## config.mk

```make
export PLATFORM = sky130hd
export DESIGN_NAME = irq_summary_mask
export DESIGN_NICKNAME = d
export VERILOG_FILES = /design/src/rtl/isc_pkg.sv /design/src/rtl/isc_sync.sv /design/src/rtl/isc_mask_regs.sv /design/src/rtl/isc_read_port.sv /design/src/rtl/irq_summary_mask.sv
export SDC_FILE = /design/constraint.sdc
export NUM_CORES = 1
export LEC_CHECK = 0
export ABC_CLOCK_PERIOD_IN_PS = 2040
export BUFFER_PORTS_ARGS = -buffer_cell sky130_fd_sc_hd__buf_2
export CORE_MARGIN = 4
export CORE_UTILIZATION = 40
export CTS_CLUSTER_SIZE = 12
export DETAILED_ROUTE_END_ITERATION = 7
export GPL_TIMING_DRIVEN = 0
export HOLD_SLACK_MARGIN = 0.06
export SKIP_CTS_REPAIR_TIMING = 1
export SLEW_MARGIN = 20
export SYNTH_ARGS = -nofsm -noshare
export SYNTH_HDL_FRONTEND = slang
export SYNTH_SLANG_ARGS = --single-unit
```

## constraint.sdc

```tcl
create_clock -name clk -period 2.04 [get_ports clk]
set_input_delay 0.408 -clock clk [delete_from_list [all_inputs] [get_ports clk]]
set_output_delay 0.408 -clock clk [all_outputs]
set_load 0.02 [all_outputs]
```

## src/rtl/isc_pkg.sv

```systemverilog
package isc_pkg;
  localparam int LINES   = 19;
  localparam int BYTE_W  = 8;
  localparam int NREGS   = (LINES + BYTE_W - 1) / BYTE_W;
  localparam int PADDED  = NREGS * BYTE_W;
  localparam int ADDR_W  = 12;
  localparam logic [ADDR_W-1:0] BASE = 12'h804;
endpackage

```

## src/rtl/isc_sync.sv

```systemverilog
module isc_sync #(
  parameter int W = 19
) (
  input  logic         clk,
  input  logic         rst_n,
  input  logic [W-1:0] d_async,
  output logic [W-1:0] d_sync
);
  logic [W-1:0] stage1;
  logic [W-1:0] stage2;

  for (genvar i = 0; i < W; i++) begin : g_bit
    always_ff @(posedge clk) begin
      if (!rst_n) begin
        stage1[i] <= 1'b0;
        stage2[i] <= 1'b0;
      end else begin
        stage1[i] <= d_async[i];
        stage2[i] <= stage1[i];
      end
    end
  end

  assign d_sync = stage2;
endmodule

```

## src/rtl/isc_mask_regs.sv

```systemverilog
module isc_mask_regs
  import isc_pkg::*;
(
  input  logic              clk,
  input  logic              rst_n,
  input  logic [NREGS-1:0]  wr_sel,
  input  logic [BYTE_W-1:0] wdata,
  output logic [LINES-1:0]  mask
);
  for (genvar n = 0; n < LINES; n++) begin : g_mbit
    localparam int REG = n / BYTE_W;
    localparam int POS = n % BYTE_W;
    always_ff @(posedge clk) begin
      if (!rst_n)           mask[n] <= 1'b1;
      else if (wr_sel[REG]) mask[n] <= wdata[POS];
    end
  end

  assert_write_low_byte_R2: assert property (@(posedge clk) disable iff (!rst_n)
    wr_sel[0] |=> (mask[BYTE_W-1:0] == $past(wdata)));
  assert_hold_without_write_R8: assert property (@(posedge clk) disable iff (!rst_n)
    (wr_sel == '0) |=> $stable(mask));
endmodule

```

## src/rtl/isc_read_port.sv

```systemverilog
module isc_read_port
  import isc_pkg::*;
(
  input  logic              clk,
  input  logic              rst_n,
  input  logic              rd,
  input  logic [NREGS-1:0]  rd_sel,
  input  logic [LINES-1:0]  status,
  output logic [BYTE_W-1:0] rdata
);
  logic [PADDED-1:0] padded;
  logic [BYTE_W-1:0] picked;

  assign padded = {{(PADDED-LINES){1'b0}}, status};

  always_comb begin
    picked = '0;
    for (int k = 0; k < NREGS; k++)
      if (rd_sel[k]) picked = picked | padded[k*BYTE_W +: BYTE_W];
  end

  always_ff @(posedge clk) begin
    if (!rst_n)  rdata <= '0;
    else if (rd) rdata <= picked;
  end

  assert_reserved_zero_R6: assert property (@(posedge clk) disable iff (!rst_n)
    (rd && rd_sel[NREGS-1]) |=> (rdata[BYTE_W-1:LINES-(NREGS-1)*BYTE_W] == '0));
  assert_outside_read_zero_R8: assert property (@(posedge clk) disable iff (!rst_n)
    (rd && rd_sel == '0) |=> (rdata == '0));
endmodule

```

## src/rtl/irq_summary_mask.sv

```systemverilog
module irq_summary_mask
  import isc_pkg::*;
(
  input  logic              clk,
  input  logic              rst_n,
  input  logic [ADDR_W-1:0] bus_addr,
  input  logic [BYTE_W-1:0] bus_wdata,
  input  logic              bus_wr,
  input  logic              bus_rd,
  output logic [BYTE_W-1:0] bus_rdata,
  input  logic [LINES-1:0]  irq_lines,
  output logic              irq_req
);
  logic [NREGS-1:0] addr_hit;
  logic [NREGS-1:0] wr_sel;
  logic [LINES-1:0] status;
  logic [LINES-1:0] mask;

  for (genvar k = 0; k < NREGS; k++) begin : g_dec
    assign addr_hit[k] = (bus_addr == BASE + ADDR_W'(k));
    assign wr_sel[k]   = bus_wr && addr_hit[k];
  end

  isc_sync #(.W(LINES)) u_sync (
    .clk(clk), .rst_n(rst_n), .d_async(irq_lines), .d_sync(status)
  );

  isc_mask_regs u_mask (
    .clk(clk), .rst_n(rst_n), .wr_sel(wr_sel), .wdata(bus_wdata), .mask(mask)
  );

  isc_read_port u_rd (
    .clk(clk), .rst_n(rst_n), .rd(bus_rd), .rd_sel(addr_hit),
    .status(status), .rdata(bus_rdata)
  );

  assign irq_req = |(status & ~mask);

  assert_reset_all_masked_R1: assert property (@(posedge clk)
    $rose(rst_n) |-> (mask == '1 && !irq_req));
  assert_masked_quiet_R3: assert property (@(posedge clk) disable iff (!rst_n)
    (mask == '1) |-> !irq_req);
  assert_req_needs_source_R3: assert property (@(posedge clk) disable iff (!rst_n)
    irq_req |-> (status != '0));
  assert_quiet_lines_no_req_R7: assert property (@(posedge clk) disable iff (!rst_n)
    ($past(irq_lines) == '0 && irq_lines == '0 && status == '0) |-> !irq_req);
endmodule

```

== Yosys cells after proc, flatten, opt, wreduce, memory -nomap -nowiden ==
Cells that the tools add are included.

* Reduce and logical (&&, ||, !) cells: 4
* Equality and inequality tests: 3
* Mux-type cells: 3
* Bitwise logic cells: 4

{| class="wikitable"
|+ Operator list
! cell !! count
|-
| $eq 12x12->1 const B || 3
|-
| $mux 8 || 3
|-
| $and 19x19->19 || 1
|-
| $not 19->19 || 1
|-
| $reduce_or 19->1 || 1
|-
| $or 8x3->8 || 1
|-
| $or 8x8->8 || 1
|-
| $logic_and 1x1->1 || 3
|}

* Output and inout port bits: 9
* Register bits after elaboration: 65
* Bits of input ports: 43
* Word-level logic and storage cells: 72

== Logic depth before layout (Yosys ltp) ==
Gate-level depths: netlist of the first run.

* Depth after elaboration: 6
* Mapped depth: 6
* Depth with buffers taken out: 4

== Modules after synthesis ==
From an unflattened synthesis of the first run, not the netlist that was laid out.

* Cells, all modules: 216
* Area, all modules: 2278.4 um2

{| class="wikitable"
|+ By module, submodules not included
! module !! instances !! cells each !! seq. area each (um2) !! area an instance (um2)
|-
| isc_sync || 1 || 80 || 760.7 || 1037.2
|-
| isc_mask_regs || 1 || 61 || 380.4 || 679.4
|-
| isc_read_port || 1 || 35 || 160.2 || 320.3
|-
| irq_summary_mask || 1 || 40 || 0.0 || 241.5
|}

== Worst setup path after synthesis of the first run ==
No wires, ideal clock.

* Path type: input to register
* From: input port bus_addr[7]
* To: register u_mask.mask[11]
* Cell stages on the path: 6
* Setup time: 0.137 ns
* Slack: 0.181 ns
* Arrival time: 1.722 ns
* Data required time: 1.903 ns
* Buffers on the path: 2
* Cell sequence: or4_4 > buf_6 > or3_1 > buf_2 > o21ai_1 > nand3_1

* Cells in the longest elaborated chain, start to end: 2

{| class="wikitable"
|+ RTL lines
! what !! RTL line !! text
|-
| from (decl) || irq_summary_mask.sv:6 || <nowiki>input logic [ADDR_W-1:0] bus_addr,</nowiki>
|-
| $eq 12x12->1 || irq_summary_mask.sv:20 || <nowiki>assign addr_hit[k] = (bus_addr == BASE + ADDR_W'(k));</nowiki>
|-
| $logic_and 1x1->1 || irq_summary_mask.sv:21 || <nowiki>assign wr_sel[k] = bus_wr && addr_hit[k];</nowiki>
|-
| to (signal, indexed assignment) || isc_mask_regs.sv:15 || <nowiki>else if (wr_sel[REG]) mask[n] <= wdata[POS];</nowiki>
|-
| to (decl) || isc_mask_regs.sv:8 || <nowiki>output logic [LINES-1:0] mask</nowiki>
|}

No other way between the ends.
A chain may end at the register's enable or synchronous reset.

== Worst setup path after layout of the first run ==
* From: input port bus_addr[0]
* To: register u_mask.mask[10]

Same word-level chain as after synthesis.

==> flow_summary_export.csv, run 1 <==
group,metric,value,unit
global_routing,grt_pass1_vias,1831,
clock_network,cts-buffers-inserted,9,
timing,tightest_slew,0.667,ns
power_and_ir_drop,sw_frac_of_total,20.3,%
timing,fin_crit,1.89,ns
yosys,synth-seq-cells,65,
layout,diodes,0,
timing,grt_setup_unrepaired,"false",
timing,finalSetupViolCount,0,
power_and_ir_drop,power_frac_seq,50.3,%
placed_design,placed_area,2810,sq um
flow_run,drv_cap,0,
global_routing,grt_use_met1,18.5,%
power_and_ir_drop,power,2.62,mW
worst_hold_path,hold_class,"in2reg",
worst_setup_path,start_kind,"input pin",
clock_network,clk_latency,0.33,ns
timing,drv_slew,0,
placed_design,preCtsSetupSlack,-0.190,ns
timing,skew,0.00590,ns
placed_design,detailed_place_hpwl,4180,um
timing,timing.final.ws_setup,0.148,ns
worst_setup_path,critPathKind,"in2reg",
global_routing,grt_busiest_layer,"met2",
yosys,yosysSeqAreaShare,52.8,%
clock_network,cts_sinks,65,
yosys,synth.top_cell.area_share,52.8,%
placed_design,placed_cells,388,
yosys,synth_edf_count,0,
clock_network,cts-root-buf,"clkbuf_8",
layout,nNetsFinal,367,
yosys,synth_common_cells,"dfxtp_1, and2_1, inv_1, nand3_1",
clock_network,cts_tree,"done",
global_routing,met3_usage,6.56,%
floorplan,die_height,86.5,um
worst_setup_path,worstPathRequired,2.23,ns
yosys,async_reset_ff_share,0,%
routing,route.detailed.drc,0,
power_and_ir_drop,p_int,2.09,mW
timing,tns,0,ns
yosys,synth_largest_area_cell,"dfxtp_1",
worst_setup_path,worstPathMaxFanout,10,
floorplan,core_area,5960,sq um
yosys,syn_nets,306,
yosys,synth_area_leaders,"dfxtp_1, and2_1, or4_1, nand2b_1, nand3_1",
global_routing,grt_usage,14.9,%
yosys,syn_area,2460,sq um
placed_design,place_congestion,0.813,
routing,wire_per_inst,13.6,um
routing,drt-total-wl,5490,um
timing,relSlewSlack,55.5,%
global_routing,grt_max_degree,11,
routing,drt_iter0_markers,163,
global_routing,overflow,0,
global_routing,grt_pass1_wl,8440,um
floorplan,dieWidth,86.5,um
global_routing,met2_usage,23.4,%
clock_network,cts.path.max_buffers,2,
yosys,synth_area_per_cell,9.37,sq um
worst_setup_path,crit_arrival,2.09,ns
yosys,yosys.cell_count.top_type,"dfxtp_1",
layout,syn_to_final_growth,22.5,%
run_status,outcome,"finished, final reports clean",
yosys,ys_types,26,
clock_network,htreeDepth,3,
layout,final_area,3020,sq um
placed_design,io_buffer_count,50,
worst_setup_path,end_kind,"flop",
layout,instances_no_fill,403,
yosys,ys_dominant_reg_cell,"dfxtp_1",
power_and_ir_drop,total_leakage_power,1.22,nW
power_and_ir_drop,pwr-share-comb,5.4,%
clock_network,clk_pin_slew_worst_paths,0.07,ns
power_and_ir_drop,ir_worst_vdd,0.544,mV
routing,vias,1986,
yosys,syn_inst,263,
power_and_ir_drop,p_sw,0.531,mW
floorplan,initial_core_util,41.4,%
routing,ant_nets,0,
power_and_ir_drop,p_per_area,867,nW/um^2
layout,layout-drive-gt1-share,21.3,%
floorplan,dieArea,7480,sq um
floorplan,io_pins,52,
global_routing,antenna_found_initial,0,
routing,drt_pass1_iterations,4,
timing,clock.fmax,529,MHz
floorplan,rows,28,
power_and_ir_drop,p_clk_share,44.4,%
yosys,yosysWarnings,0,
routing,viasPerCell,4.93,
timing,fin_crit_sh,92.7,%
timing,hold_viol,0,
## cell type report
type | count | area [sq um]
Clock buffer | 12 | 145
Buffer | 17 | 81.3
Fill cell | 592 | 2940
Multi-Input combinational cell | 164 | 1020
Tap cell | 75 | 93.8
Timing Repair Buffer | 50 | 250
Sequential cell | 65 | 1300
Inverter | 17 | 63.8
Clock inverter | 3 | 65.1
## power groups by stage
stage / registers, mW / logic, mW / clock network, mW
2_1_floorplan: 1.34 / 0.0792 / 0
3_5_place_dp: 1.35 / 0.142 / 0
4_1_cts: 1.32 / 0.143 / 1.18
3_3_place_gp: 1.35 / 0.141 / 0
5_1_grt: 1.32 / 0.158 / 1.24
6_report: 1.32 / 0.140 / 1.16
## sequential cells by signal, summed over array words and instances (netlist names)
register       flops
u_rd.rdata         8
u_sync.stage1     19
u_sync.d_sync     19
u_mask.mask       19
## final timing paths
| check | slack (ns) | startpoint | cells after the start | endpoint |
|---|---|---|---|---|
| min reg2reg | 0.43 | u_sync.stage1[0] | 1 | u_sync.d_sync[0] |
| max reg2reg | 1.11 | u_sync.d_sync[9] | 4 | u_rd.rdata[1] |
| min | 0.27 | irq_lines[11] | 2 | u_sync.stage1[11] |
| max | 0.15 | bus_addr[0] | 7 | u_mask.mask[10] |
## placed cells by master (no fill, tap or decap), types with 3 or more instances in the layout
master,count
mux2i_1,8
inv_1,17
nand3b_1,3
o21ai_1,16
a21oi_1,3
nand3_1,17
clkbuf_1,15
buf_2,52
nor3_1,5
dfxtp_1,65
or4_1,16
nand2_1,14
and2_1,38
nand2b_1,16
clkbuf_8,10
o21ai_0,8
o22ai_1,4
o221ai_1,3
## metal layers
layer	vias to the layer above	share of wire (%)
met3	9	9.2
met2	67	46
li1	1029	-
met1	881	44
met5	-	0
met4	0	1.5
## worst max-delay path, stage by stage
cell and delay, ns:
buf_2 0.08, clkbuf_1 0.51, nand2_1 0.31, or3_1 0.38
buf_2 0.18, o21ai_1 0.13, nand3_1 0.09
## logic make-up after synthesis
logic type	synth area share, %
and+or+nand+nor	29.4
DFF	52.8
AOI/OAI and AO/OA	8.68
buffers and inverters	5.89
muxes	3.25
## metrics by stage
step	utilization, %	hold slack [ns]
detailed placement	47.2	0.418
finish	50.7	0.274
global placement	47.2	0.416
global route	50.7	0.253
CTS	50.7	0.261
floorplan	-	0.412
No activity file was read; power rests on OpenSTA's default activity.
==> run 2: changes to the inputs <==
- BUFFER_PORTS_ARGS: -buffer_cell sky130_fd_sc_hd__buf_2 -> default
- CORE_ASPECT_RATIO: default -> 1.2
- DONT_BUFFER_PORTS: default -> 1
==> flow_summary_export.csv, run 2 (synthesis results as in run 1) <==
group,metric,value,unit
run_status,outcome,"finished, final reports clean",
worst_setup_path,cp.depth,6,
layout,final_common_cell,"dfxtp_1",
layout,syn_to_final_growth,12.4,%
layout,multi_input_area,1020,sq um
worst_setup_path,r2r_setup_slack,1.08,ns
placed_design,detailed_place_hpwl,4060,um
clock_network,cts.path.max_buffers,2,
floorplan,die_height,94.0,um
worst_setup_path,critPathSlowestCell,"clkbuf_1",
timing,skew,0.00554,ns
clock_network,clk_latency,0.34,ns
floorplan,dieArea,7490,sq um
routing,viasPerCell,5.12,
floorplan,initial_core_util,41.0,%
worst_setup_path,timing.rr.end,"u_rd.rdata[1]",
timing,fin_crit,1.81,ns
worst_setup_path,start_kind,"input pin",
timing,drv_slew,0,
worst_setup_path,cp_slowest_stage_delay,0.49,ns
worst_hold_path,hold_class,"in2reg",
placed_design,place_congestion,0.842,
floorplan,rows,31,
worst_setup_path,r2r-start,"u_sync.d_sync[9]",
timing,fin_crit_sh,88.7,%
layout,layout_common_cells,"dfxtp_1, and2_1, inv_1, nand3_1, clkbuf_1",
routing,drt-total-wl,5410,um
layout,layout-drive-gt1-share,6.81,%
clock_network,cts-root-buf,"clkbuf_8",
power_and_ir_drop,total_leakage_power,1.00,nW
clock_network,clk_pin_slew_worst_paths,0.07,ns
routing,vias,1848,
worst_setup_path,crit_arrival,2.00,ns
floorplan,core_area,6010,sq um
worst_setup_path,worstPathRequired,2.23,ns
routing,drt_iter0_markers,177,
global_routing,grt_max_degree,11,
layout,nNetsFinal,317,
timing,hold_viol,0,
worst_setup_path,critPathKind,"in2reg",
flow_run,drv_cap,0,
power_and_ir_drop,ir_worst_vdd,0.496,mV
routing,wl_met1,2280,um
layout,final_util,46.1,%
clock_network,cts_sinks,65,
timing,clock.fmax,552,MHz
worst_setup_path,worstPathMaxFanout,10,
worst_setup_path,path_delay_family,"simple AND/OR/NAND/NOR gates",
timing,tightest_slew,0.660,ns
floorplan,dieWidth,79.7,um
routing,topRoutingLayerUsed,"met4",
global_routing,grt_pass1_vias,1770,
global_routing,overflow,0,
routing,route.met2.wl,2550,um
timing,finalSetupViolCount,0,
routing,ant_nets,0,
routing,route.detailed.drc,0,
worst_setup_path,worstPathCellList,"clkbuf_1 > nand2_1 > or3_1 > buf_2 > o21ai_1 > nand3_1",
clock_network,htreeDepth,3,
clock_network,cts-buffers-inserted,9,
placed_design,io_buffer_count,0,
power_and_ir_drop,p_per_area,923,nW/um^2
worst_setup_path,cp-startpoint,"bus_addr[0]",
worst_setup_path,crit_buf_inv,2,
global_routing,grt_usage,15.2,%
clock_network,cts_tree,"done",
floorplan,io_pins,52,
worst_setup_path,r2r.worst_path.cells,4,
worst_setup_path,end_kind,"flop",
routing,drt_pass1_iterations,4,
worst_setup_path,critPathCapture,"u_mask.mask[12]",
layout,fillers,609,
timing,relSlewSlack,56.0,%
routing,wire_per_inst,15.0,um
timing,grt_setup_unrepaired,"false",
global_routing,antenna_found_initial,0,
layout,diodes,0,
timing,worst_hold_slack,0.194,ns
global_routing,grt_pass1_wl,8410,um
layout,seqCellArea,1300,sq um
routing,met3WireLength,484,um
run 2: cell types whose count changed in the layout (fill, tap and decap cells not counted):
cell      before  now
clkbuf_8      10    9
clkbuf_1      15   17
buf_2         52    2
run 2: report_power, final:
group | internal (mW) | switching (mW) | total, mW
sequential | 1.30 | 0.0121 | 1.32
combinational | 0.0428 | 0.0579 | 0.101
clock | 0.688 | 0.453 | 1.14
total | 2.04 | 0.523 | 2.56
run 2: worst min-delay path by stage:
stage                                  from  cells after the start  slack (ns)           endpoint
after floorplan            u_sync.stage1[0]                      1        0.41   u_sync.d_sync[0]
after global placement     u_sync.stage1[7]                      1        0.42   u_sync.d_sync[7]
after detailed placement  u_sync.stage1[13]                      1        0.42  u_sync.d_sync[13]
after CTS                      irq_lines[2]                      1        0.18   u_sync.stage1[2]
after global routing          irq_lines[16]                      1        0.18  u_sync.stage1[16]
final                         irq_lines[16]                      1        0.19  u_sync.stage1[16]
run 2: layout make-up:
cell class / count / area share [%]
buffer: 17 / 2.93
clock buffer: 13 / 5.01
clock inverter: 3 / 2.35
inverter: 17 / 2.30
multi-input combinational: 164 / 36.7
sequential: 65 / 47.0
tap: 82 / 3.70
run 2: metrics by stage:
stage               cells  setup TNS (ns)  setup slack [ns]  instance area, sq um  power (mW)
floorplan             263               0             0.181                  2460        1.42
global placement      345          -0.701           -0.0980                  2570        1.45
detailed placement    345          -0.496           -0.0710                  2570        1.45
CTS                   361               0             0.205                  2770        2.58
global route          361               0             0.113                  2770        2.66
finish                361               0             0.230                  2770        2.56
run 2: routing by layer:
| metal | track usage [%] | vias up |
|---|---|---|
| li1 | - | 925 |
| met1 | 18.6 | 835 |
| met2 | 24.4 | 79 |
| met3 | 4.99 | 9 |
| met4 | 6.73 | 0 |
| met5 | 0 | - |
==> run 3: changes to the inputs <==
- CORE_ASPECT_RATIO: 1.2 -> 0.5
- CTS_BUF_LIST: default -> sky130_fd_sc_hd__clkbuf_8
==> flow_summary_export.csv, run 3 (synthesis results as in run 1) <==
group,metric,value,unit
run_status,outcome,"finished, final reports clean",
worst_setup_path,critPathKind,"reg2out",
layout,multi_input_area,1020,sq um
global_routing,grt_usage,16.1,%
clock_network,cts-root-buf,"clkbuf_8",
flow_run,drv_cap,0,
timing,grt_setup_unrepaired,"false",
clock_network,cts_tree,"done",
worst_setup_path,end_kind,"output pin",
clock_network,clk_latency,0.33,ns
power_and_ir_drop,total_leakage_power,1.02,nW
worst_setup_path,worstPathMaxFanout,2,
power_and_ir_drop,power,2.60,mW
routing,ant_nets,0,
layout,final_common_cell,"dfxtp_1",
worst_setup_path,critPathSlowestCell,"dfxtp_1",
clock_network,cts-buffers-inserted,9,
worst_setup_path,crit_arrival,1.46,ns
global_routing,grt_pass1_vias,1783,
routing,route.detailed.drc,0,
worst_setup_path,cp.depth,4,
clock_network,cts_sinks,65,
timing,finalSetupViolCount,0,
worst_hold_path,min_path_cells,1,
timing,fin_crit,1.87,ns
worst_setup_path,start_kind,"flop",
floorplan,rows,19,
timing,hold_viol,0,
placed_design,placed_cells,347,
layout,instances_no_fill,363,
routing,vias,1831,
floorplan,io_pins,52,
clock_network,htreeDepth,3,
global_routing,grt_max_degree,12,
timing,timing.final.ws_setup,0.174,ns
clock_network,cts.path.max_buffers,2,
routing,viasPerCell,5.04,
worst_setup_path,path_delay_family,"simple AND/OR/NAND/NOR gates",
worst_setup_path,cp_slowest_stage_delay,0.37,ns
placed_design,io_buffer_count,0,
global_routing,grt_pass1_wl,9250,um
floorplan,initial_core_util,43.0,%
floorplan,dieArea,7560,sq um
routing,wire_per_inst,15.7,um
placed_design,placed_area,2570,sq um
timing,tightest_slew,0.694,ns
routing,drt-total-wl,5690,um
placed_design,detailed_place_hpwl,4260,um
placed_design,place_congestion,0.889,
power_and_ir_drop,ir_worst_vdd,0.500,mV
layout,layout-drive-gt1-share,7.53,%
layout,final_area,2790,sq um
power_and_ir_drop,p_per_area,933,nW/um^2
floorplan,die_height,63.5,um
layout,syn_to_final_growth,13.2,%
layout,diodes,0,
worst_hold_path,hold_class,"in2reg",
worst_setup_path,crit_buf_inv,0,
timing,fin_crit_sh,91.5,%
timing,skew,0.00858,ns
global_routing,overflow,0,
layout,layout_common_cells,"dfxtp_1, and2_1, inv_1, nand3_1",
floorplan,dieWidth,119,um
timing,clock.fmax,536,MHz
worst_setup_path,worstPathCellList,"nand2b_1 > o2111ai_1 > nor3_1 > nand3_1",
layout,nNetsFinal,317,
floorplan,core_area,5730,sq um
global_routing,antenna_found_initial,0,
timing,relSlewSlack,53.7,%
routing,drt_iter0_markers,153,
placed_design,preCtsSetupSlack,-0.113,ns
routing,drt_pass1_iterations,4,
worst_setup_path,r2r.worst_path.cells,4,
timing,drv_slew,0,
layout,seqCellArea,1300,sq um
worst_setup_path,worstPathRequired,1.63,ns
layout,fillers,582,
clock_network,clk_pin_slew_worst_paths,0.07,ns
run 3: power by group:
part           internal (mW)  total [mW]  leakage (nW)  switching, mW
sequential              1.30        1.32         0.533         0.0120
combinational         0.0428       0.102         0.368         0.0587
clock                  0.714        1.19         0.115          0.472
total                   2.06        2.60          1.02          0.543
run 3: final cells by class:
type	instances	area share, %
Sequential cell	65	46.6
Clock inverter	6	3.00
Tap cell	84	3.77
Buffer	17	2.91
Multi-Input combinational cell	164	36.5
Inverter	17	2.29
Clock buffer	10	4.93
run 3: path summary, 6_finish.rpt:
kind	start	to	slack, ns
worst max register to register	u_sync.d_sync[8]	u_rd.rdata[0]	1.02
worst min register to register	u_sync.stage1[1]	u_sync.d_sync[1]	0.43
worst max-delay path	u_mask.mask[8]	irq_req	0.17
worst min-delay path	irq_lines[7]	u_sync.stage1[7]	0.19
run 3: worst reg2reg max path, cell delays in order, from the launching register on:
cell and delay [ns]:
dfxtp_1 0.33, mux2i_1 0.27, o221ai_1 0.18, nand2_1 0.09
a21oi_1 0.04
run 3: layer usage:
layer	part of all wire (%)	up-vias	routed length (um)	global-route usage, %
met3	8.2	7	468	6.43
met2	40	64	2290	20.9
met1	50	838	2840	23.2
met4	1.5	0	87	6.20
li1	-	922	-	-
met5	0	-	0	0
run 3: through the flow:
stage	TNS, ns	hold slack, ns	util (%)
after floorplan	0	0.412	-
after global placement	-0.673	0.417	44.9
after detailed placement	-0.792	0.420	44.9
after CTS	0	0.168	48.7
after global routing	0	0.166	48.7
final	0	0.193	48.7
